**src/rtl/vatt_pkg.sv**
```systemverilog
package vatt_pkg;
  localparam int SAMPLE_W = 16;
  localparam int GAIN_W   = 16;
  localparam int ID_W     = 8;
  localparam int CODE_W   = 6;
  localparam int CMD_W    = ID_W + CODE_W;
  localparam int CHANNELS = 2;
endpackage

```
**src/rtl/vatt_sync.sv**
```systemverilog
module vatt_sync #(
  parameter int W      = 3,
  parameter int STAGES = 2,
  parameter logic [W-1:0] INIT = '1
) (
  input  logic         clk,
  input  logic         rst_n,
  input  logic [W-1:0] din,
  output logic [W-1:0] dout
);
  logic [W-1:0] stage_q [STAGES];

  genvar s;
  generate
    for (s = 0; s < STAGES; s++) begin : g_stage
      always_ff @(posedge clk or negedge rst_n) begin
        if (!rst_n) stage_q[s] <= INIT;
        else if (s == 0) stage_q[s] <= din;
        else stage_q[s] <= stage_q[(s == 0) ? 0 : s-1];
      end
    end
  endgenerate

  assign dout = stage_q[STAGES-1];
endmodule

```
**src/rtl/vatt_cmd_shifter.sv**
```systemverilog
module vatt_cmd_shifter #(
  parameter int ID_W   = vatt_pkg::ID_W,
  parameter int CODE_W = vatt_pkg::CODE_W,
  localparam int CMD_W = ID_W + CODE_W
) (
  input  logic              clk,
  input  logic              rst_n,
  input  logic              sclk_s,
  input  logic              sdat_s,
  input  logic              sld_n_s,
  input  logic [ID_W-1:0]   dev_id,
  output logic [CODE_W-1:0] staged_code
);
  logic             sclk_q, sld_q;
  logic [CMD_W-1:0] shreg;
  logic             sclk_rise, load_fall, id_match, accept;

  assign sclk_rise = sclk_s & ~sclk_q;
  assign load_fall = ~sld_n_s & sld_q;
  assign id_match  = (shreg[ID_W-1:0] == dev_id);
  assign accept    = load_fall & id_match;

  always_ff @(posedge clk or negedge rst_n) begin
    if (!rst_n) begin
      sclk_q      <= 1'b1;
      sld_q       <= 1'b1;
      shreg       <= '0;
      staged_code <= '0;
    end else begin
      sclk_q <= sclk_s;
      sld_q  <= sld_n_s;
      // LSB arrives first, so new bits enter at the top and move down
      if (sclk_rise && sld_n_s) shreg <= {sdat_s, shreg[CMD_W-1:1]};
      if (accept) staged_code <= shreg[CMD_W-1:ID_W];
    end
  end

  AST_SHIFT_ONLY_ON_EDGE: assert property (@(posedge clk) disable iff (!rst_n)
    !(sclk_rise && sld_n_s) |=> $stable(shreg));
  AST_CODE_ONLY_ON_MATCH: assert property (@(posedge clk) disable iff (!rst_n)
    !accept |=> $stable(staged_code));
endmodule

```
**src/rtl/vatt_gain_apply.sv**
```systemverilog
module vatt_gain_apply #(
  parameter int SAMPLE_W = vatt_pkg::SAMPLE_W,
  parameter int GAIN_W   = vatt_pkg::GAIN_W
) (
  input  logic                       clk,
  input  logic                       rst_n,
  input  logic                       strobe,
  input  logic [GAIN_W-1:0]          gain,
  input  logic signed [SAMPLE_W-1:0] din,
  output logic signed [SAMPLE_W-1:0] dout
);
  localparam int PW = SAMPLE_W + GAIN_W + 1;
  localparam logic signed [PW-1:0] RND = PW'(1) <<< (GAIN_W - 1);
  localparam logic signed [SAMPLE_W:0] QMAX = {2'b00, {(SAMPLE_W-1){1'b1}}};
  localparam logic signed [SAMPLE_W:0] QMIN = {2'b11, {(SAMPLE_W-1){1'b0}}};

  function automatic logic signed [SAMPLE_W-1:0] scale(
    input logic signed [SAMPLE_W-1:0] x, input logic [GAIN_W-1:0] g);
    logic signed [PW-1:0]     prod;
    logic signed [SAMPLE_W:0] q;
    prod = x * $signed({1'b0, g});
    prod = prod + RND;
    q = prod[PW-1:GAIN_W];
    if (q > QMAX)      scale = QMAX[SAMPLE_W-1:0];
    else if (q < QMIN) scale = QMIN[SAMPLE_W-1:0];
    else               scale = q[SAMPLE_W-1:0];
  endfunction

  always_ff @(posedge clk or negedge rst_n) begin
    if (!rst_n)      dout <= '0;
    else if (strobe) dout <= scale(din, gain);
  end

  AST_HOLD_BETWEEN_FRAMES: assert property (@(posedge clk) disable iff (!rst_n)
    !strobe |=> $stable(dout));
  AST_MUTE_IS_ZERO: assert property (@(posedge clk) disable iff (!rst_n)
    (strobe && gain == '0) |=> (dout == '0));
endmodule

```
**src/rtl/serial_vol_atten.sv**
```systemverilog
module serial_vol_atten #(
  parameter int SAMPLE_W    = vatt_pkg::SAMPLE_W,
  parameter int GAIN_W      = vatt_pkg::GAIN_W,
  parameter int ID_W        = vatt_pkg::ID_W,
  parameter int CODE_W      = vatt_pkg::CODE_W,
  parameter int SYNC_STAGES = 2
) (
  input  logic                       clk,
  input  logic                       rst_n,
  input  logic                       ctl_clk,
  input  logic                       ctl_data,
  input  logic                       ctl_load_n,
  input  logic [ID_W-1:0]            dev_id,
  input  logic                       sample_strobe,
  input  logic signed [SAMPLE_W-1:0] left_in,
  input  logic signed [SAMPLE_W-1:0] right_in,
  output logic signed [SAMPLE_W-1:0] left_out,
  output logic signed [SAMPLE_W-1:0] right_out
);
  localparam int NCH = vatt_pkg::CHANNELS;
  localparam int CODE_MAX = (1 << CODE_W) - 1;

  // code 0 is full scale; code k>0 steps down linearly in 1/2^CODE_W units
  function automatic logic [GAIN_W-1:0] gain_of(input logic [CODE_W-1:0] code);
    logic [GAIN_W-1:0] steps;
    if (code == '0) return '1;
    steps = GAIN_W'(CODE_MAX) - GAIN_W'(code);
    return steps << (GAIN_W - CODE_W);
  endfunction

  logic [2:0]        sync_out;
  logic [CODE_W-1:0] staged_code;
  logic [GAIN_W-1:0] frame_gain;
  logic signed [SAMPLE_W-1:0] ch_in  [NCH];
  logic signed [SAMPLE_W-1:0] ch_out [NCH];

  vatt_sync #(.W(3), .STAGES(SYNC_STAGES), .INIT(3'b101)) u_sync (
    .clk(clk), .rst_n(rst_n),
    .din({ctl_clk, ctl_data, ctl_load_n}), .dout(sync_out));

  vatt_cmd_shifter #(.ID_W(ID_W), .CODE_W(CODE_W)) u_cmd (
    .clk(clk), .rst_n(rst_n),
    .sclk_s(sync_out[2]), .sdat_s(sync_out[1]), .sld_n_s(sync_out[0]),
    .dev_id(dev_id), .staged_code(staged_code));

  assign frame_gain = gain_of(staged_code);
  assign ch_in[0] = left_in;
  assign ch_in[1] = right_in;

  genvar c;
  generate
    for (c = 0; c < NCH; c++) begin : g_ch
      vatt_gain_apply #(.SAMPLE_W(SAMPLE_W), .GAIN_W(GAIN_W)) u_apply (
        .clk(clk), .rst_n(rst_n), .strobe(sample_strobe),
        .gain(frame_gain), .din(ch_in[c]), .dout(ch_out[c]));
    end
  endgenerate

  assign left_out  = ch_out[0];
  assign right_out = ch_out[1];

  AST_CHANNELS_SHARE_GAIN: assert property (@(posedge clk) disable iff (!rst_n)
    (sample_strobe && left_in == right_in) |=> (left_out == right_out));
endmodule

```
**config.mk**
```make
export PLATFORM = sky130hd
export DESIGN_NAME = serial_vol_atten
export DESIGN_NICKNAME = d
export VERILOG_FILES = /design/src/rtl/vatt_pkg.sv /design/src/rtl/vatt_sync.sv /design/src/rtl/vatt_cmd_shifter.sv /design/src/rtl/vatt_gain_apply.sv /design/src/rtl/serial_vol_atten.sv
export SDC_FILE = /design/constraint.sdc
export NUM_CORES = 1
export LEC_CHECK = 0
export ABC_AREA = 1
export BUFFER_PORTS_ARGS = -buffer_cell sky130_fd_sc_hd__buf_2
export CORE_ASPECT_RATIO = 1.1
export CORE_MARGIN = 1
export CORE_UTILIZATION = 62
export CTS_CLUSTER_SIZE = 40
export DETAILED_ROUTE_END_ITERATION = 10
export GPL_ROUTABILITY_DRIVEN = 0
export HOLD_SLACK_MARGIN = 0.03
export PLACE_DENSITY = 0.91
export SLEW_MARGIN = 20
export SYNTH_ARGS = -nofsm -noshare
export SYNTH_HDL_FRONTEND = slang
export SYNTH_HIERARCHICAL = 1
export SYNTH_SLANG_ARGS = --single-unit
```
**constraint.sdc**
```tcl
create_clock -name clk -period 18 [get_ports clk]
set_input_delay 0.9 -clock clk [delete_from_list [all_inputs] [get_ports clk]]
set_output_delay 0.9 -clock clk [all_outputs]
set_load 0.05 [all_outputs]
```
# [Word-level counts from Yosys, hierarchy flattened]
# Index checks and enable logic that the tools add are counted.
[totals] register_bits=60 out_inout_bits=32
[classes] n_mul=2 n_lt_le_gt_ge=4 eq_ne=1 muxes=7 bitwise_logic=5 n_reduce_logical=2 n_addsub=3
[op_table] op="$mux 16" n=6
[op_table] op="$add 33x17->33 const B" n=2
[op_table] op="$mul 16x17->33" n=2
[op_table] op="$gt 17x16->1 const B" n=2
[op_table] op="$lt 17x16->1 const B" n=2
[op_table] op="$eq 8x8->1" n=1
[op_table] op="$logic_not 6->1" n=1
[op_table] op="$sub 6x6->6 const A" n=1
[op_table] op="$and 1x1->1" n=3
[op_table] op="$not 1->1" n=2
[op_table] op="$logic_and 1x1->1" n=1
[op_table] op="$mux 1" n=1

# [Depth between registers and ports, before layout]
# Gate-level depths: netlist (run 1).
[logic_depth] ltp_word=8 depth_mapped=34

# [Hierarchy]
# Netlist (run 1), hierarchy kept.
[modules_own_cells] module="vatt_gain_apply (g_ch[1].u_apply)" area_each_um2=10098.4 seq_area_each_um2=400.4 cells_per_inst=1403 n_inst=1
[modules_own_cells] module="vatt_gain_apply (g_ch[0].u_apply)" area_each_um2=10084.7 seq_area_each_um2=400.4 cells_per_inst=1400 n_inst=1
[modules_own_cells] module="vatt_cmd_shifter" area_each_um2=1033.5 seq_area_each_um2=553.0 cells_per_inst=130 n_inst=1
[modules_own_cells] module="vatt_sync" area_each_um2=177.7 seq_area_each_um2=155.1 cells_per_inst=9 n_inst=1
[modules_own_cells] module="serial_vol_atten" area_each_um2=43.8 seq_area_each_um2=0.0 cells_per_inst=11 n_inst=1

# [Least setup slack after synthesis (run 1)]
# Ideal clock, no wire load.
[synth_path] path_type="reg-to-reg" from="register u_cmd.staged_code[0]" to="register g_ch[0].u_apply.dout[0]" synth_period_minus_slack_ns=7.417 n_path_buf=3 setup_time_ns=0.118 stages_incl_launch_ff=34 arrival_ns=7.299 slack_ns=10.583 t_required_ns=17.882 cell_sequence="dfrtp_1 inv_1 nand2_1 nor2_2 clkbuf_1 clkbuf_1 nand2_1 fa_1 inv_1 fa_1 inv_1 fa_1 inv_1 fa_1 fa_1 inv_1 fa_1 inv_1 ha_1 nand2_1 inv_1 nand2_1 nand2_1 a21oi_1 nand2_2 nand2_1 nand3_1 nand2_2 nand3_4 buf_6 nand2_1 nand2_1 nand2_1 nand2_1"
[synth_between] elab_chain_len=8 word_cells_on_any_way=10
[synth_lines] element="start, declared" line_no="vatt_cmd_shifter.sv:12" rtl="output logic [CODE_W-1:0] staged_code"
[synth_lines] element="start signal, assigned" line_no="vatt_cmd_shifter.sv:34" rtl="if (accept) staged_code <= shreg[CMD_W-1:ID_W];"
[synth_lines] element="parallel branches: the longest is 2 deep, another holds $sub 6x6->6"
[synth_lines] element="$mux 16 (*)" line_no="serial_vol_atten.sv:27" rtl="steps = GAIN_W'(CODE_MAX) - GAIN_W'(code);"
[synth_lines] element="net frame_gain[10]" line_no="serial_vol_atten.sv:33" rtl="logic [GAIN_W-1:0] frame_gain;"
[synth_lines] element="$mul 16x17->33 (*)" line_no="vatt_gain_apply.sv:21" rtl="prod = x * $signed({1'b0, g});"
[synth_lines] element="$add 33x17->33 (*)" line_no="vatt_gain_apply.sv:22" rtl="prod = prod + RND;"
[synth_lines] element="$lt 17x16->1" line_no="vatt_gain_apply.sv:25" rtl="else if (q < QMIN) scale = QMIN[SAMPLE_W-1:0];"
[synth_lines] element="$mux 16" line_no="vatt_gain_apply.sv:25"
[synth_lines] element="$mux 16 (*)" line_no="vatt_gain_apply.sv:24" rtl="if (q > QMAX) scale = QMAX[SAMPLE_W-1:0];"
[synth_lines] element="end signal, assigned" line_no="vatt_gain_apply.sv:31" rtl="else if (strobe) dout <= scale(din, gain);"
[synth_lines] element="end, declared" line_no="vatt_gain_apply.sv:10" rtl="output logic signed [SAMPLE_W-1:0] dout"
# Mark *: on every way through the listed nets, which the timed path passes.
# A chain may end at the register's enable or synchronous reset.

# [Final worst setup path (run 1)]
[layout_path] from="register u_cmd.staged_code[0]" to="register g_ch[0].u_apply.dout[3]"
# The elaborated chain is that of the path after synthesis.

==> flow_summary.html, run 1 <==
<table>
<tr><th>Metric</th><th>Value</th></tr>
<tr><th colspan="2">Logic synthesis</th></tr>
<tr><td>Post-synth EDFFs</td><td>0</td></tr>
<tr><td>Most numerous cell types in the synthesized netlist</td><td>sky130_fd_sc_hd__nand2_1 (918), sky130_fd_sc_hd__inv_1 (816), sky130_fd_sc_hd__fa_1 (386), sky130_fd_sc_hd__ha_1 (242), sky130_fd_sc_hd__nor2_1 (118)</td></tr>
<tr><td>Primary flip-flop cell chosen by synthesis mapping</td><td>sky130_fd_sc_hd__dfrtp_1</td></tr>
<tr><td>Number of standard cells after synthesis</td><td>2953</td></tr>
<tr><td>Cell types occupying the most area after synthesis</td><td>sky130_fd_sc_hd__fa_1 (36%), sky130_fd_sc_hd__nand2_1 (16%), sky130_fd_sc_hd__inv_1 (14%)</td></tr>
<tr><td>Syn avg cell area</td><td>7.260 µm²</td></tr>
<tr><td>Proportion of netlist area held by the largest area contributor</td><td>0.3605</td></tr>
<tr><td>Number of distinct standard cells referenced by the synthesized netlist</td><td>39</td></tr>
<tr><td>Syn_nets</td><td>3627</td></tr>
<tr><td>Dominant cell type by area after synthesis</td><td>sky130_fd_sc_hd__fa_1</td></tr>
<tr><td>Number of warning messages in the yosys log</td><td>6</td></tr>
<tr><td>Async set or reset register ratio after synthesis</td><td>1.000</td></tr>
<tr><td>Post-synthesis sequential element count</td><td>60</td></tr>
<tr><td>Most frequently used cell type in the post-synthesis netlist</td><td>sky130_fd_sc_hd__nand2_1</td></tr>
<tr><td>Post-synthesis instance area</td><td>21440 µm²</td></tr>
<tr><td>Sequential share of the synthesized area</td><td>0.07039</td></tr>
<tr><th colspan="2">Floorplanning</th></tr>
<tr><td>Number of placement rows</td><td>71</td></tr>
<tr><td>Num ports</td><td>78</td></tr>
<tr><td>Die Outline Area</td><td>35330 µm²</td></tr>
<tr><td>Area inside the core boundary</td><td>34110 µm²</td></tr>
<tr><td>Initial standard-cell utilization of the core</td><td>0.6284</td></tr>
<tr><td>Die X-Extent</td><td>179.3 µm</td></tr>
<tr><td>Die boundary height</td><td>197.0 µm</td></tr>
<tr><th colspan="2">STA</th></tr>
<tr><td>Share of the clock period used by the worst path</td><td>0.4516</td></tr>
<tr><td>Fin Clk Skew</td><td>9.854 ps</td></tr>
<tr><td>Measured slew at the worst slew-check pin</td><td>1144 ps</td></tr>
<tr><td>Max Clk Rate</td><td>123.0 MHz</td></tr>
<tr><td>Count of final max-slew check failures</td><td>0</td></tr>
<tr><td>Final number of setup-violating endpoints</td><td>0</td></tr>
<tr><td>Worst relative slew slack</td><td>0.2328</td></tr>
<tr><td>Fin. Hold Viols</td><td>0</td></tr>
<tr><td>Unrepaired setup endpoints after global routing</td><td>false</td></tr>
<tr><td>Tmin final</td><td>8129 ps</td></tr>
<tr><td>Final total negative setup slack</td><td>0 ps</td></tr>
<tr><th colspan="2">CTS</th></tr>
<tr><td>TritonCTS clock tree</td><td>done</td></tr>
<tr><td>Deepest level of the CTS H-tree</td><td>3</td></tr>
<tr><td># resized after CTS</td><td>0</td></tr>
<tr><td>Total number of clock tree sinks</td><td>60</td></tr>
<tr><td>Clock-pin slew on the worst setup and hold paths</td><td>60 ps</td></tr>
<tr><td>Clk_lat worst skew</td><td>330 ps</td></tr>
<tr><td>Post-CTS Setup Bufs</td><td>0</td></tr>
<tr><td>CTS root buffer</td><td>sky130_fd_sc_hd__clkbuf_16</td></tr>
<tr><td>Hold buffers post-CTS</td><td>0</td></tr>
<tr><td>Deepest clock path buffer count</td><td>2</td></tr>
<tr><td>Number of clock buffers inserted by TritonCTS</td><td>9</td></tr>
<tr><th colspan="2">Detailed routing</th></tr>
<tr><td>DRC violations left</td><td>2</td></tr>
<tr><td>Total Wirelength</td><td>49560 µm</td></tr>
<tr><td>Iteration-0 DRC count of the detailed router</td><td>1498</td></tr>
<tr><td>Vias per Instance</td><td>5.335</td></tr>
<tr><td>Routed length per placed instance</td><td>14.70 µm</td></tr>
<tr><td>Total number of vias</td><td>17990</td></tr>
<tr><td>Detailed-routing iteration count for the pre-antenna-repair pass</td><td>11</td></tr>
<tr><td>Antenna-violating nets left</td><td>0</td></tr>
<tr><th colspan="2">Setup path</th></tr>
<tr><td>Kind of critical path</td><td>flop to flop</td></tr>
<tr><td>Worst-path fanout max</td><td>100</td></tr>
<tr><td>Startpoint types</td><td>flop</td></tr>
<tr><td>Biggest cell delay along the critical path</td><td>820 ps</td></tr>
<tr><td>Critical-path top delay cell</td><td>sky130_fd_sc_hd__buf_4</td></tr>
<tr><td>Worst EP arrival</td><td>8340 ps</td></tr>
<tr><td>Required time of the worst setup path</td><td>18210 ps</td></tr>
<tr><td>Most repeated library cell on the critical path</td><td>sky130_fd_sc_hd__nand2_1</td></tr>
<tr><td>Critical path capture point type</td><td>flop</td></tr>
<tr><th colspan="2">Worst hold path</th></tr>
<tr><td>Hold Crit Class</td><td>flop to flop</td></tr>
<tr><th colspan="2">Status</th></tr>
<tr><td>Violated checks</td><td>design-rule violations</td></tr>
<tr><td>Status</td><td>finished, violations left</td></tr>
<tr><th colspan="2">Global route</th></tr>
<tr><td>Antenna violations before repair</td><td>0</td></tr>
<tr><td>Met3 GRT Util</td><td>0.03291</td></tr>
<tr><td>Met1 track demand over resource in global routing</td><td>0.3706</td></tr>
<tr><td>Global-route wire length before repair</td><td>85670 µm</td></tr>
<tr><td>Largest net degree at the start of global routing</td><td>132</td></tr>
<tr><td>Fraction of met2 tracks used by global routing</td><td>0.5207</td></tr>
<tr><td>Vias in the first global route</td><td>19210</td></tr>
<tr><td>Total Routing Usage GR</td><td>0.3001</td></tr>
<tr><td>Total gr overflow</td><td>0</td></tr>
<tr><td>Routing layer with the top usage in global route</td><td>met2</td></tr>
<tr><th colspan="2">Layout</th></tr>
<tr><td>Ant diodes</td><td>0</td></tr>
<tr><td>Layout net count</td><td>3603</td></tr>
<tr><td>Area grow syn2layout</td><td>4.004%</td></tr>
<tr><td>Layout cell share with drive strength beyond 1</td><td>0.05760</td></tr>
<tr><th colspan="2">Placed design</th></tr>
<tr><td>Post-detailed-placement half-perimeter wirelength</td><td>40430 µm</td></tr>
<tr><td>Port bufs</td><td>77</td></tr>
<tr><th colspan="2">Flow run</th></tr>
<tr><td>MaxCap Viol Count</td><td>0</td></tr>
</table>
==> logic make-up after synthesis <==
logic type	after synthesis	share of synthesized area
xor gates and xnor gates	17	0.006945
DFF	60	0.07039
AOI/OAI and AO/OA	137	0.03490
muxes	1	0.0005252
and+or+nand+nor	1156	0.2162
buffers and inverters	954	0.1693
adders and majority gates	628	0.5017
==> through the flow <==
stage | setup WS, ps | instance area, µm² | util | hold WS [ps] | cells
finish | 9871 | 22300 | 0.6536 | 350.8 | 3372
floorplan | 10580 | 21440 | - | 331.2 | 2953
global route | 9264 | 22300 | 0.6536 | 354.9 | 3372
global placement | 10190 | 21940 | 0.6432 | 334.9 | 3356
detailed placement | 9905 | 21940 | 0.6432 | 341.1 | 3356
CTS | 9835 | 22290 | 0.6535 | 352.3 | 3372
==> final timing paths <==
check                                      from  depth (start not counted)  slack, ps                        to
setup / recovery           u_cmd/staged_code[0]                         33       9870   g_ch[0].u_apply/dout[3]
hold / removal                u_sync/stage_q[4]                          0        350            u_sync/dout[1]
setup reg to reg           u_cmd/staged_code[0]                         33       9870   g_ch[0].u_apply/dout[3]
hold reg to reg               u_sync/stage_q[4]                          0        350            u_sync/dout[1]
max in group asynchronous                 rst_n                          2      16780  g_ch[0].u_apply/dout[11]
min in group asynchronous                 rst_n                          2        710   g_ch[1].u_apply/dout[9]
==> layout make-up <==
class                   count  area [µm²]
fillers                  2549       11820
repair buffers             86       456.7
well taps                 438       548.0
inverters                 833        3127
clock inverters             4       95.09
multi-input cells        1939       16300
flip-flops and latches     60        1509
clock buffers              12       256.5
==> critical path: cells and delay by family (launching register included) <==
kind | cells | cell delay [ps]
compound gates | 1 | 160
fa+ha+maj | 7 | 3520
flops | 1 | 370
buf+inv | 10 | 2190
simple gates | 15 | 1690
==> per-layer routing <==
metal / vias up / wire length (µm)
met5: - / 0
met4: 0 / 2103
met3: 173 / 3326
met2: 757 / 25390
met1: 8710 / 18740
li1: 8349 / -
==> state kept, by name (all words and copies together) (netlist names) <==
| register | cells |
|---|---|
| u_sync/stage_q | 3 |
| g_ch.u_apply/dout | 32 |
| u_cmd/sld_q | 1 |
| u_cmd/staged_code | 6 |
| u_cmd/shreg | 14 |
| u_sync/dout | 3 |
| u_cmd/sclk_q | 1 |
==> cells in the final DEF (no fill, tap or decap), drive strengths merged <==
| cell | n |
|---|---|
| o21a | 3 |
| fa | 386 |
| dfstp | 6 |
| nor4 | 1 |
| nand3 | 56 |
| buf | 86 |
| a21oi | 74 |
| or2 | 17 |
| nand2 | 937 |
| dfrtp | 54 |
| ha | 242 |
| clkinv | 5 |
| nand3b | 3 |
| mux2 | 1 |
| nor3 | 13 |
| bufinv | 3 |
| clkbuf | 12 |
| o21ai | 38 |
| a21boi | 1 |
| xnor2 | 7 |
| nand4 | 4 |
| and2 | 1 |
| o21bai | 11 |
| xor2 | 10 |
| inv | 829 |
| nor2 | 124 |
| a21o | 10 |
Power of run 1 is not shown: default switching activity piles up to over one toggle a cycle in this logic, so the estimate is an artifact.
==> run 2: changes to the inputs <==
--- a/config.mk
+++ b/config.mk
@@ -9,12 +9,12 @@
 export BUFFER_PORTS_ARGS = -buffer_cell sky130_fd_sc_hd__buf_2
 export CORE_ASPECT_RATIO = 1.1
 export CORE_MARGIN = 1
-export CORE_UTILIZATION = 62
+export CORE_UTILIZATION = 60
 export CTS_CLUSTER_SIZE = 40
 export DETAILED_ROUTE_END_ITERATION = 10
 export GPL_ROUTABILITY_DRIVEN = 0
 export HOLD_SLACK_MARGIN = 0.03
-export PLACE_DENSITY = 0.91
+export PLACE_DENSITY = 0.92
 export SLEW_MARGIN = 20
 export SYNTH_ARGS = -nofsm -noshare
 export SYNTH_HDL_FRONTEND = slang
==> constraint.sdc (replaced) <==
create_clock -name clk -period 6.85 [get_ports clk]
set_input_delay 0.3425 -clock clk [delete_from_list [all_inputs] [get_ports clk]]
set_output_delay 0.3425 -clock clk [all_outputs]
set_load 0.05 [all_outputs]
==> run 2 against run 1 <==
  * The run now ends clean
  * Clock-buffer cell count fell by 1
  * Clock skew decreased by 0.67 ps
  * Sequential share of layout area about the same
  * Worst hold slack got worse by 240 ps
  * Cell count rose by 0.62%
  * Largest cell class unchanged
  * Maximum frequency increased by 25%
==> flow_summary.html, run 2 (synthesis results as in run 1) <==
<table>
<tr><th>Metric</th><th>Value</th></tr>
<tr><th colspan="2">CTS</th></tr>
<tr><td>Number of clock buffers inserted by TritonCTS</td><td>9 (unchanged)</td></tr>
<tr><td>Deepest clock path buffer count</td><td>2 (unchanged)</td></tr>
<tr><td>Clk_lat worst skew</td><td>340 ps (was 330 ps)</td></tr>
<tr><td>Total number of clock tree sinks</td><td>60 (unchanged)</td></tr>
<tr><td>CTS root buffer</td><td>sky130_fd_sc_hd__clkbuf_16 (unchanged)</td></tr>
<tr><td>Deepest level of the CTS H-tree</td><td>3 (unchanged)</td></tr>
<tr><td>TritonCTS clock tree</td><td>done (unchanged)</td></tr>
<tr><td>Clock-pin slew on the worst setup and hold paths</td><td>60 ps (about the same)</td></tr>
<tr><th colspan="2">Flow run</th></tr>
<tr><td>MaxCap Viol Count</td><td>0 (unchanged)</td></tr>
<tr><th colspan="2">STA</th></tr>
<tr><td>Final number of setup-violating endpoints</td><td>0 (unchanged)</td></tr>
<tr><td>Share of the clock period used by the worst path</td><td>0.9495 (was 0.4516)</td></tr>
<tr><td>Count of final max-slew check failures</td><td>0 (unchanged)</td></tr>
<tr><td>Unrepaired setup endpoints after global routing</td><td>false (unchanged)</td></tr>
<tr><td>Worst relative slew slack</td><td>0.4826 (was 0.2328)</td></tr>
<tr><td>Fin Clk Skew</td><td>9.183 ps (was 9.854 ps)</td></tr>
<tr><td>Tmin final</td><td>6504 ps (was 8129 ps)</td></tr>
<tr><td>Measured slew at the worst slew-check pin</td><td>776.1 ps (was 1144 ps)</td></tr>
<tr><td>Fin. Hold Viols</td><td>0 (unchanged)</td></tr>
<tr><td>Max Clk Rate</td><td>153.7 MHz (was 123.0 MHz)</td></tr>
<tr><td>Final total negative setup slack</td><td>0 ps (unchanged)</td></tr>
<tr><th colspan="2">Layout</th></tr>
<tr><td>Layout net count</td><td>3618 (was 3603)</td></tr>
<tr><td>Largest registers</td><td>g_ch.u_apply/dout: 32 flops, u_cmd/shreg: 14 flops, u_cmd/staged_code: 6 flops (unchanged)</td></tr>
<tr><td>Area grow syn2layout</td><td>4.599% (was 4.004%)</td></tr>
<tr><td># fillers</td><td>2699 (was 2549)</td></tr>
<tr><td>Ant diodes</td><td>0 (unchanged)</td></tr>
<tr><td>Layout cell share with drive strength beyond 1</td><td>0.06307 (was 0.05760)</td></tr>
<tr><td>Largest register by flop count</td><td>g_ch.u_apply/dout (unchanged)</td></tr>
<tr><td>Sequential Area</td><td>1509 µm² (unchanged)</td></tr>
<tr><td>Multi-input gate area</td><td>16300 µm² (unchanged)</td></tr>
<tr><td>Commonest cells after routing, fill and taps aside</td><td>sky130_fd_sc_hd__nand2_1 (918), sky130_fd_sc_hd__inv_1 (814), sky130_fd_sc_hd__fa_1 (386) (was sky130_fd_sc_hd__nand2_1 (918), sky130_fd_sc_hd__inv_1 (815), sky130_fd_sc_hd__fa_1 (386))</td></tr>
<tr><td>Max FFs per register</td><td>32 (unchanged)</td></tr>
<tr><td>Most frequent standard cell in the layout excluding fill and tap cells</td><td>sky130_fd_sc_hd__nand2_1 (unchanged)</td></tr>
<tr><th colspan="2">Setup path</th></tr>
<tr><td>Kind of critical path</td><td>flop to flop (unchanged)</td></tr>
<tr><td>Required time of the worst setup path</td><td>7070 ps (was 18210 ps)</td></tr>
<tr><td>Critical path capture point type</td><td>flop (unchanged)</td></tr>
<tr><td>Cell class contributing the biggest share of worst-path delay</td><td>adder cells (unchanged)</td></tr>
<tr><td>Critical-path top delay cell</td><td>sky130_fd_sc_hd__fa_1 (was sky130_fd_sc_hd__buf_4)</td></tr>
<tr><td>Startpoint types</td><td>flop (unchanged)</td></tr>
<tr><td>Buf/Inv on CP</td><td>5 (was 10)</td></tr>
<tr><td>Biggest cell delay along the critical path</td><td>580 ps (was 820 ps)</td></tr>
<tr><td>Worst-path fanout max</td><td>21 (was 100)</td></tr>
<tr><td>Worst EP arrival</td><td>6720 ps (was 8340 ps)</td></tr>
<tr><td>Most repeated library cell on the critical path</td><td>sky130_fd_sc_hd__nand2_1 (unchanged)</td></tr>
<tr><th colspan="2">Floorplanning</th></tr>
<tr><td>Die Outline Area</td><td>36490 µm² (was 35330 µm²)</td></tr>
<tr><td>Area inside the core boundary</td><td>35130 µm² (was 34110 µm²)</td></tr>
<tr><td>Initial standard-cell utilization of the core</td><td>0.6102 (was 0.6284)</td></tr>
<tr><td>Die boundary height</td><td>200.3 µm (was 197.0 µm)</td></tr>
<tr><td>Number of placement rows</td><td>72 (was 71)</td></tr>
<tr><td>Num ports</td><td>78 (unchanged)</td></tr>
<tr><td>Die X-Extent</td><td>182.2 µm (was 179.3 µm)</td></tr>
<tr><th colspan="2">Global route</th></tr>
<tr><td>Total Routing Usage GR</td><td>0.2844 (was 0.3001)</td></tr>
<tr><td>Largest net degree at the start of global routing</td><td>85 (was 132)</td></tr>
<tr><td>Total gr overflow</td><td>0 (unchanged)</td></tr>
<tr><td>Global-route wire length before repair</td><td>84660 µm (was 85670 µm)</td></tr>
<tr><td>Antenna violations before repair</td><td>0 (unchanged)</td></tr>
<tr><td>Vias in the first global route</td><td>18870 (was 19210)</td></tr>
<tr><th colspan="2">Detailed routing</th></tr>
<tr><td>Total number of vias</td><td>18030 (was 17990)</td></tr>
<tr><td>Routed length per placed instance</td><td>14.79 µm (was 14.70 µm)</td></tr>
<tr><td>Total Wirelength</td><td>50190 µm (was 49560 µm)</td></tr>
<tr><td>DRC violations left</td><td>0 (was 2)</td></tr>
<tr><td>Vias per Instance</td><td>5.314 (was 5.335)</td></tr>
<tr><td>Antenna-violating nets left</td><td>0 (unchanged)</td></tr>
<tr><td>Iteration-0 DRC count of the detailed router</td><td>1434 (was 1498)</td></tr>
<tr><td>Detailed-routing iteration count for the pre-antenna-repair pass</td><td>6 (was 11)</td></tr>
<tr><th colspan="2">Worst hold path</th></tr>
<tr><td>Hold Crit Class</td><td>input pin to flop (was flop to flop)</td></tr>
<tr><th colspan="2">Status</th></tr>
<tr><td>Status</td><td>finished clean (was finished, violations left)</td></tr>
<tr><th colspan="2">Placed design</th></tr>
<tr><td>Port bufs</td><td>77 (unchanged)</td></tr>
<tr><td>Post-detailed-placement half-perimeter wirelength</td><td>41150 µm (was 40430 µm)</td></tr>
</table>
## run 2: changes by cell type in the layout (fill, tap and decap cells not counted), moves of 2 or more
| cell | delta |
|---|---|
| sky130_fd_sc_hd__buf_12 | +2 |
| sky130_fd_sc_hd__clkinvlp_4 | +3 |
| sky130_fd_sc_hd__buf_4 | +10 |
| sky130_fd_sc_hd__clkbuf_16 | +2 |
| sky130_fd_sc_hd__bufinv_16 | -3 |
| sky130_fd_sc_hd__inv_2 | +2 |
## run 2: per-stage QoR
| step | instance area, µm² | util | setup slack (ps) | cells | hold slack, ps |
|---|---|---|---|---|---|
| after global routing | 22420 | 0.6382 | 46.90 | 3393 | 93.73 |
| after floorplan | 21460 | - | 110.0 | 2953 | 46.91 |
| after global placement | 22080 | 0.6283 | 491.8 | 3374 | 334.8 |
| final | 22420 | 0.6382 | 345.7 | 3393 | 106.8 |
| after CTS | 22360 | 0.6363 | 209.8 | 3390 | 95.33 |
| after detailed placement | 22080 | 0.6283 | 260.1 | 3374 | 338.5 |
## run 2: cell type report
type	instances	area share
flip-flops and latches	60	0.06729
clock inverters	5	0.001618
repair buffers	101	0.02896
clock buffers	11	0.01082
inverters	833	0.1394
multi-input cells	1939	0.7271
well taps	444	0.02477
## run 2: timing repair
action,in CTS,in global routing
resized for setup,0,2
hold buffers,0,0
setup buffers,0,1
setup endpoints to repair,0,30
## run 2: routing by layer
metal | vias up | wire length (µm) | GRT usage | part of all wire
met5 | - | 0 | 0 | 0
met4 | 0 | 1846 | 0.1053 | 0.037
met3 | 172 | 3615 | 0.03709 | 0.072
met2 | 803 | 25730 | 0.5142 | 0.51
met1 | 8660 | 19010 | 0.3438 | 0.38
li1 | 8395 | - | - | -
## run 2: worst register-to-register path: cells and delay by family, from the launching register on
kind | cells | cell delay [ps]
flops | 1 | 390
simple gates | 14 | 1510
buf+inv | 5 | 650
compound gates | 2 | 380
fa+ha+maj | 7 | 3480
## run 2: worst paths after layout
check / startpoint / to / slack, ps / cells after the start
min: ctl_load_n / u_sync/stage_q[3] / 110 / 1
min reg2reg: u_sync/stage_q[4] / u_sync/dout[1] / 350 / 0
max in group asynchronous: rst_n / g_ch[0].u_apply/dout[0] / 6170 / 2
max reg2reg: u_cmd/staged_code[5] / g_ch[0].u_apply/dout[6] / 350 / 28
min in group asynchronous: rst_n / g_ch[1].u_apply/dout[1] / 150 / 2
max: u_cmd/staged_code[5] / g_ch[0].u_apply/dout[6] / 350 / 28
Power of run 2 is left out for the same reason.
==> run 3: changes to the inputs <==
--- a/config.mk
+++ b/config.mk
@@ -6,7 +6,7 @@
 export NUM_CORES = 1
 export LEC_CHECK = 0
 export ABC_AREA = 1
-export BUFFER_PORTS_ARGS = -buffer_cell sky130_fd_sc_hd__buf_2
+export BUFFER_PORTS_ARGS = -buffer_cell sky130_fd_sc_hd__buf_4
 export CORE_ASPECT_RATIO = 1.1
 export CORE_MARGIN = 1
 export CORE_UTILIZATION = 60
==> run 3 against run 2 <==
  * First-iteration DRC count is 8.4% lower
  * Utilization up 0.84 points
  * Global-route usage fell by 0.26 points
  * Non-clock buffer count down 2
  * Largest cell class unchanged
  * Wire length fell by 0.64%
  * Critical endpoint is now g_ch[0].u_apply/dout[11]
  * Maximum frequency is 0.91% higher
  * Clock skew rose by 0.69 ps
  * Clock-buffer cell count down 1
  * Flip-flop and latch count unchanged
==> flow_summary.html, run 3 (synthesis results as in run 1) <==
<table>
<tr><th>Metric</th><th>Value</th></tr>
<tr><th colspan="2">Layout</th></tr>
<tr><td>Max FFs per register</td><td>32 (unchanged)</td></tr>
<tr><td>Largest register by flop count</td><td>g_ch.u_apply/dout (unchanged)</td></tr>
<tr><td>Most frequent standard cell in the layout excluding fill and tap cells</td><td>sky130_fd_sc_hd__nand2_1 (unchanged)</td></tr>
<tr><td>Ant diodes</td><td>0 (unchanged)</td></tr>
<tr><td>Commonest cells after routing, fill and taps aside</td><td>sky130_fd_sc_hd__nand2_1 (918), sky130_fd_sc_hd__inv_1 (814), sky130_fd_sc_hd__fa_1 (386) (unchanged)</td></tr>
<tr><td>Area grow syn2layout</td><td>5.976% (was 4.599%)</td></tr>
<tr><td>Layout net count</td><td>3616 (was 3618)</td></tr>
<tr><td>Layout cell share with drive strength beyond 1</td><td>0.06278 (was 0.06307)</td></tr>
<tr><td>Largest registers</td><td>g_ch.u_apply/dout: 32 flops, u_cmd/shreg: 14 flops, u_cmd/staged_code: 6 flops (unchanged)</td></tr>
<tr><th colspan="2">Floorplanning</th></tr>
<tr><td>Area inside the core boundary</td><td>35130 µm² (unchanged)</td></tr>
<tr><td>Die X-Extent</td><td>182.2 µm (unchanged)</td></tr>
<tr><td>Die boundary height</td><td>200.3 µm (unchanged)</td></tr>
<tr><td>Num ports</td><td>78 (unchanged)</td></tr>
<tr><td>Die Outline Area</td><td>36490 µm² (unchanged)</td></tr>
<tr><td>Initial standard-cell utilization of the core</td><td>0.6102 (unchanged)</td></tr>
<tr><td>Number of placement rows</td><td>72 (unchanged)</td></tr>
<tr><th colspan="2">CTS</th></tr>
<tr><td>TritonCTS clock tree</td><td>done (unchanged)</td></tr>
<tr><td>Total number of clock tree sinks</td><td>60 (unchanged)</td></tr>
<tr><td>Number of clock buffers inserted by TritonCTS</td><td>9 (unchanged)</td></tr>
<tr><td>Clk_lat worst skew</td><td>330 ps (was 340 ps)</td></tr>
<tr><td>Hold buffers post-CTS</td><td>0 (unchanged)</td></tr>
<tr><td>Deepest clock path buffer count</td><td>2 (unchanged)</td></tr>
<tr><td>Clock-pin slew on the worst setup and hold paths</td><td>60 ps (about the same)</td></tr>
<tr><td>Deepest level of the CTS H-tree</td><td>3 (unchanged)</td></tr>
<tr><td>CTS root buffer</td><td>sky130_fd_sc_hd__clkbuf_16 (unchanged)</td></tr>
<tr><th colspan="2">Setup path</th></tr>
<tr><td>Most repeated library cell on the critical path</td><td>sky130_fd_sc_hd__nand2_1 (unchanged)</td></tr>
<tr><td>Biggest cell delay along the critical path</td><td>550 ps (was 580 ps)</td></tr>
<tr><td>Required time of the worst setup path</td><td>7070 ps (about the same)</td></tr>
<tr><td>Kind of critical path</td><td>flop to flop (unchanged)</td></tr>
<tr><td>Total number of cells along the worst setup path</td><td>29 (was 28)</td></tr>
<tr><td>Critical path capture point type</td><td>flop (unchanged)</td></tr>
<tr><td>Register-to-register path setup slack</td><td>400 ps (was 350 ps)</td></tr>
<tr><td>Buf/Inv on CP</td><td>5 (unchanged)</td></tr>
<tr><td>Cell class contributing the biggest share of worst-path delay</td><td>adder cells (unchanged)</td></tr>
<tr><td>Cells on worst reg2reg path</td><td>29 (was 28)</td></tr>
<tr><td>Worst EP arrival</td><td>6660 ps (was 6720 ps)</td></tr>
<tr><td>Worst-path fanout max</td><td>15 (was 21)</td></tr>
<tr><td>Critical-path top delay cell</td><td>sky130_fd_sc_hd__fa_1 (unchanged)</td></tr>
<tr><td>Startpoint types</td><td>flop (unchanged)</td></tr>
<tr><th colspan="2">Global route</th></tr>
<tr><td>Antenna violations before repair</td><td>0 (unchanged)</td></tr>
<tr><td>Global-route wire length before repair</td><td>83960 µm (was 84660 µm)</td></tr>
<tr><td>Total gr overflow</td><td>0 (unchanged)</td></tr>
<tr><td>Largest net degree at the start of global routing</td><td>85 (unchanged)</td></tr>
<tr><td>Total Routing Usage GR</td><td>0.2818 (was 0.2844)</td></tr>
<tr><td>Vias in the first global route</td><td>18640 (was 18870)</td></tr>
<tr><th colspan="2">STA</th></tr>
<tr><td>Max Clk Rate</td><td>155.1 MHz (was 153.7 MHz)</td></tr>
<tr><td>Worst relative slew slack</td><td>0.4751 (was 0.4826)</td></tr>
<tr><td>Final total negative setup slack</td><td>0 ps (unchanged)</td></tr>
<tr><td>Measured slew at the worst slew-check pin</td><td>786.4 ps (was 776.1 ps)</td></tr>
<tr><td>Tmin final</td><td>6446 ps (was 6504 ps)</td></tr>
<tr><td>Unrepaired setup endpoints after global routing</td><td>false (unchanged)</td></tr>
<tr><td>Share of the clock period used by the worst path</td><td>0.9410 (was 0.9495)</td></tr>
<tr><td>Count of final max-slew check failures</td><td>0 (unchanged)</td></tr>
<tr><td>Fin. Hold Viols</td><td>0 (unchanged)</td></tr>
<tr><td>Final number of setup-violating endpoints</td><td>0 (unchanged)</td></tr>
<tr><td>Fin Clk Skew</td><td>9.873 ps (was 9.183 ps)</td></tr>
<tr><th colspan="2">Flow run</th></tr>
<tr><td>MaxCap Viol Count</td><td>0 (unchanged)</td></tr>
<tr><th colspan="2">Detailed routing</th></tr>
<tr><td>Iteration-0 DRC count of the detailed router</td><td>1314 (was 1434)</td></tr>
<tr><td>Routed length per placed instance</td><td>14.71 µm (was 14.79 µm)</td></tr>
<tr><td>Total Wirelength</td><td>49870 µm (was 50190 µm)</td></tr>
<tr><td>Detailed-routing iteration count for the pre-antenna-repair pass</td><td>6 (unchanged)</td></tr>
<tr><td>Vias per Instance</td><td>5.286 (was 5.314)</td></tr>
<tr><td>Antenna-violating nets left</td><td>0 (unchanged)</td></tr>
<tr><td>Total number of vias</td><td>17930 (was 18030)</td></tr>
<tr><td>DRC violations left</td><td>0 (unchanged)</td></tr>
<tr><th colspan="2">Placed design</th></tr>
<tr><td>Port bufs</td><td>77 (unchanged)</td></tr>
<tr><td>Post-detailed-placement half-perimeter wirelength</td><td>40280 µm (was 41150 µm)</td></tr>
<tr><th colspan="2">Worst hold path</th></tr>
<tr><td>Hold Crit Class</td><td>input pin to asynchronous set/reset pin (was input pin to flop)</td></tr>
<tr><th colspan="2">Status</th></tr>
<tr><td>Status</td><td>finished clean (unchanged)</td></tr>
</table>
-- run 3: layer usage --
metal	routed length, µm	GRT usage
met2	25140	0.4953
met1	18660	0.3461
met3	3903	0.03927
met5	0	0
met4	2166	0.1179
-- run 3: worst reg2reg max path: cells and delay by family, from the launching register on --
kind,cells,cell delay [ps]
fa+ha+maj,7,3530
simple gates,17,1860
buf+inv,5,530
flops,1,400
-- run 3: final cells by class --
| cell class | instances | area, µm² |
|---|---|---|
| multi-input cells | 1939 | 16300 |
| fillers | 2650 | 12410 |
| inverters | 833 | 3127 |
| flip-flops and latches | 60 | 1509 |
| repair buffers | 99 | 898.4 |
| well taps | 444 | 555.5 |
| clock buffers | 10 | 239.0 |
| clock inverters | 6 | 86.33 |
-- run 3: through the flow --
| stage | setup slack (ps) | hold slack, ps | utilization | std cells | cell area, µm² |
|---|---|---|---|---|---|
| final | 404.3 | 65.86 | 0.6467 | 3391 | 22720 |
| after global routing | 15.71 | 104.9 | 0.6467 | 3391 | 22720 |
| after CTS | 230.5 | 99.36 | 0.6429 | 3386 | 22590 |
| after detailed placement | 325.9 | 336.3 | 0.6337 | 3370 | 22260 |
| after global placement | 489.8 | 336.1 | 0.6337 | 3370 | 22260 |
| after floorplan | 110.0 | 46.91 | - | 2953 | 21460 |
-- run 3: path summary, 6_finish.rpt --
check                                                 to                 start
worst max-delay path            g_ch[0].u_apply/dout[11]  u_cmd/staged_code[4]
worst min-delay path            g_ch[1].u_apply/dout[14]                 rst_n
worst max register to register  g_ch[0].u_apply/dout[11]  u_cmd/staged_code[4]
worst min register to register            u_sync/dout[1]     u_sync/stage_q[4]
max in group asynchronous           u_cmd/staged_code[1]                 rst_n
min in group clk                       u_sync/stage_q[3]            ctl_load_n
-- run 3: timing repair --
action / in CTS / in global routing
setup endpoints to repair: 0 / 31
setup buffers: 0 / 1
resized for setup: 0 / 4
Power of run 3 is left out for the same reason.
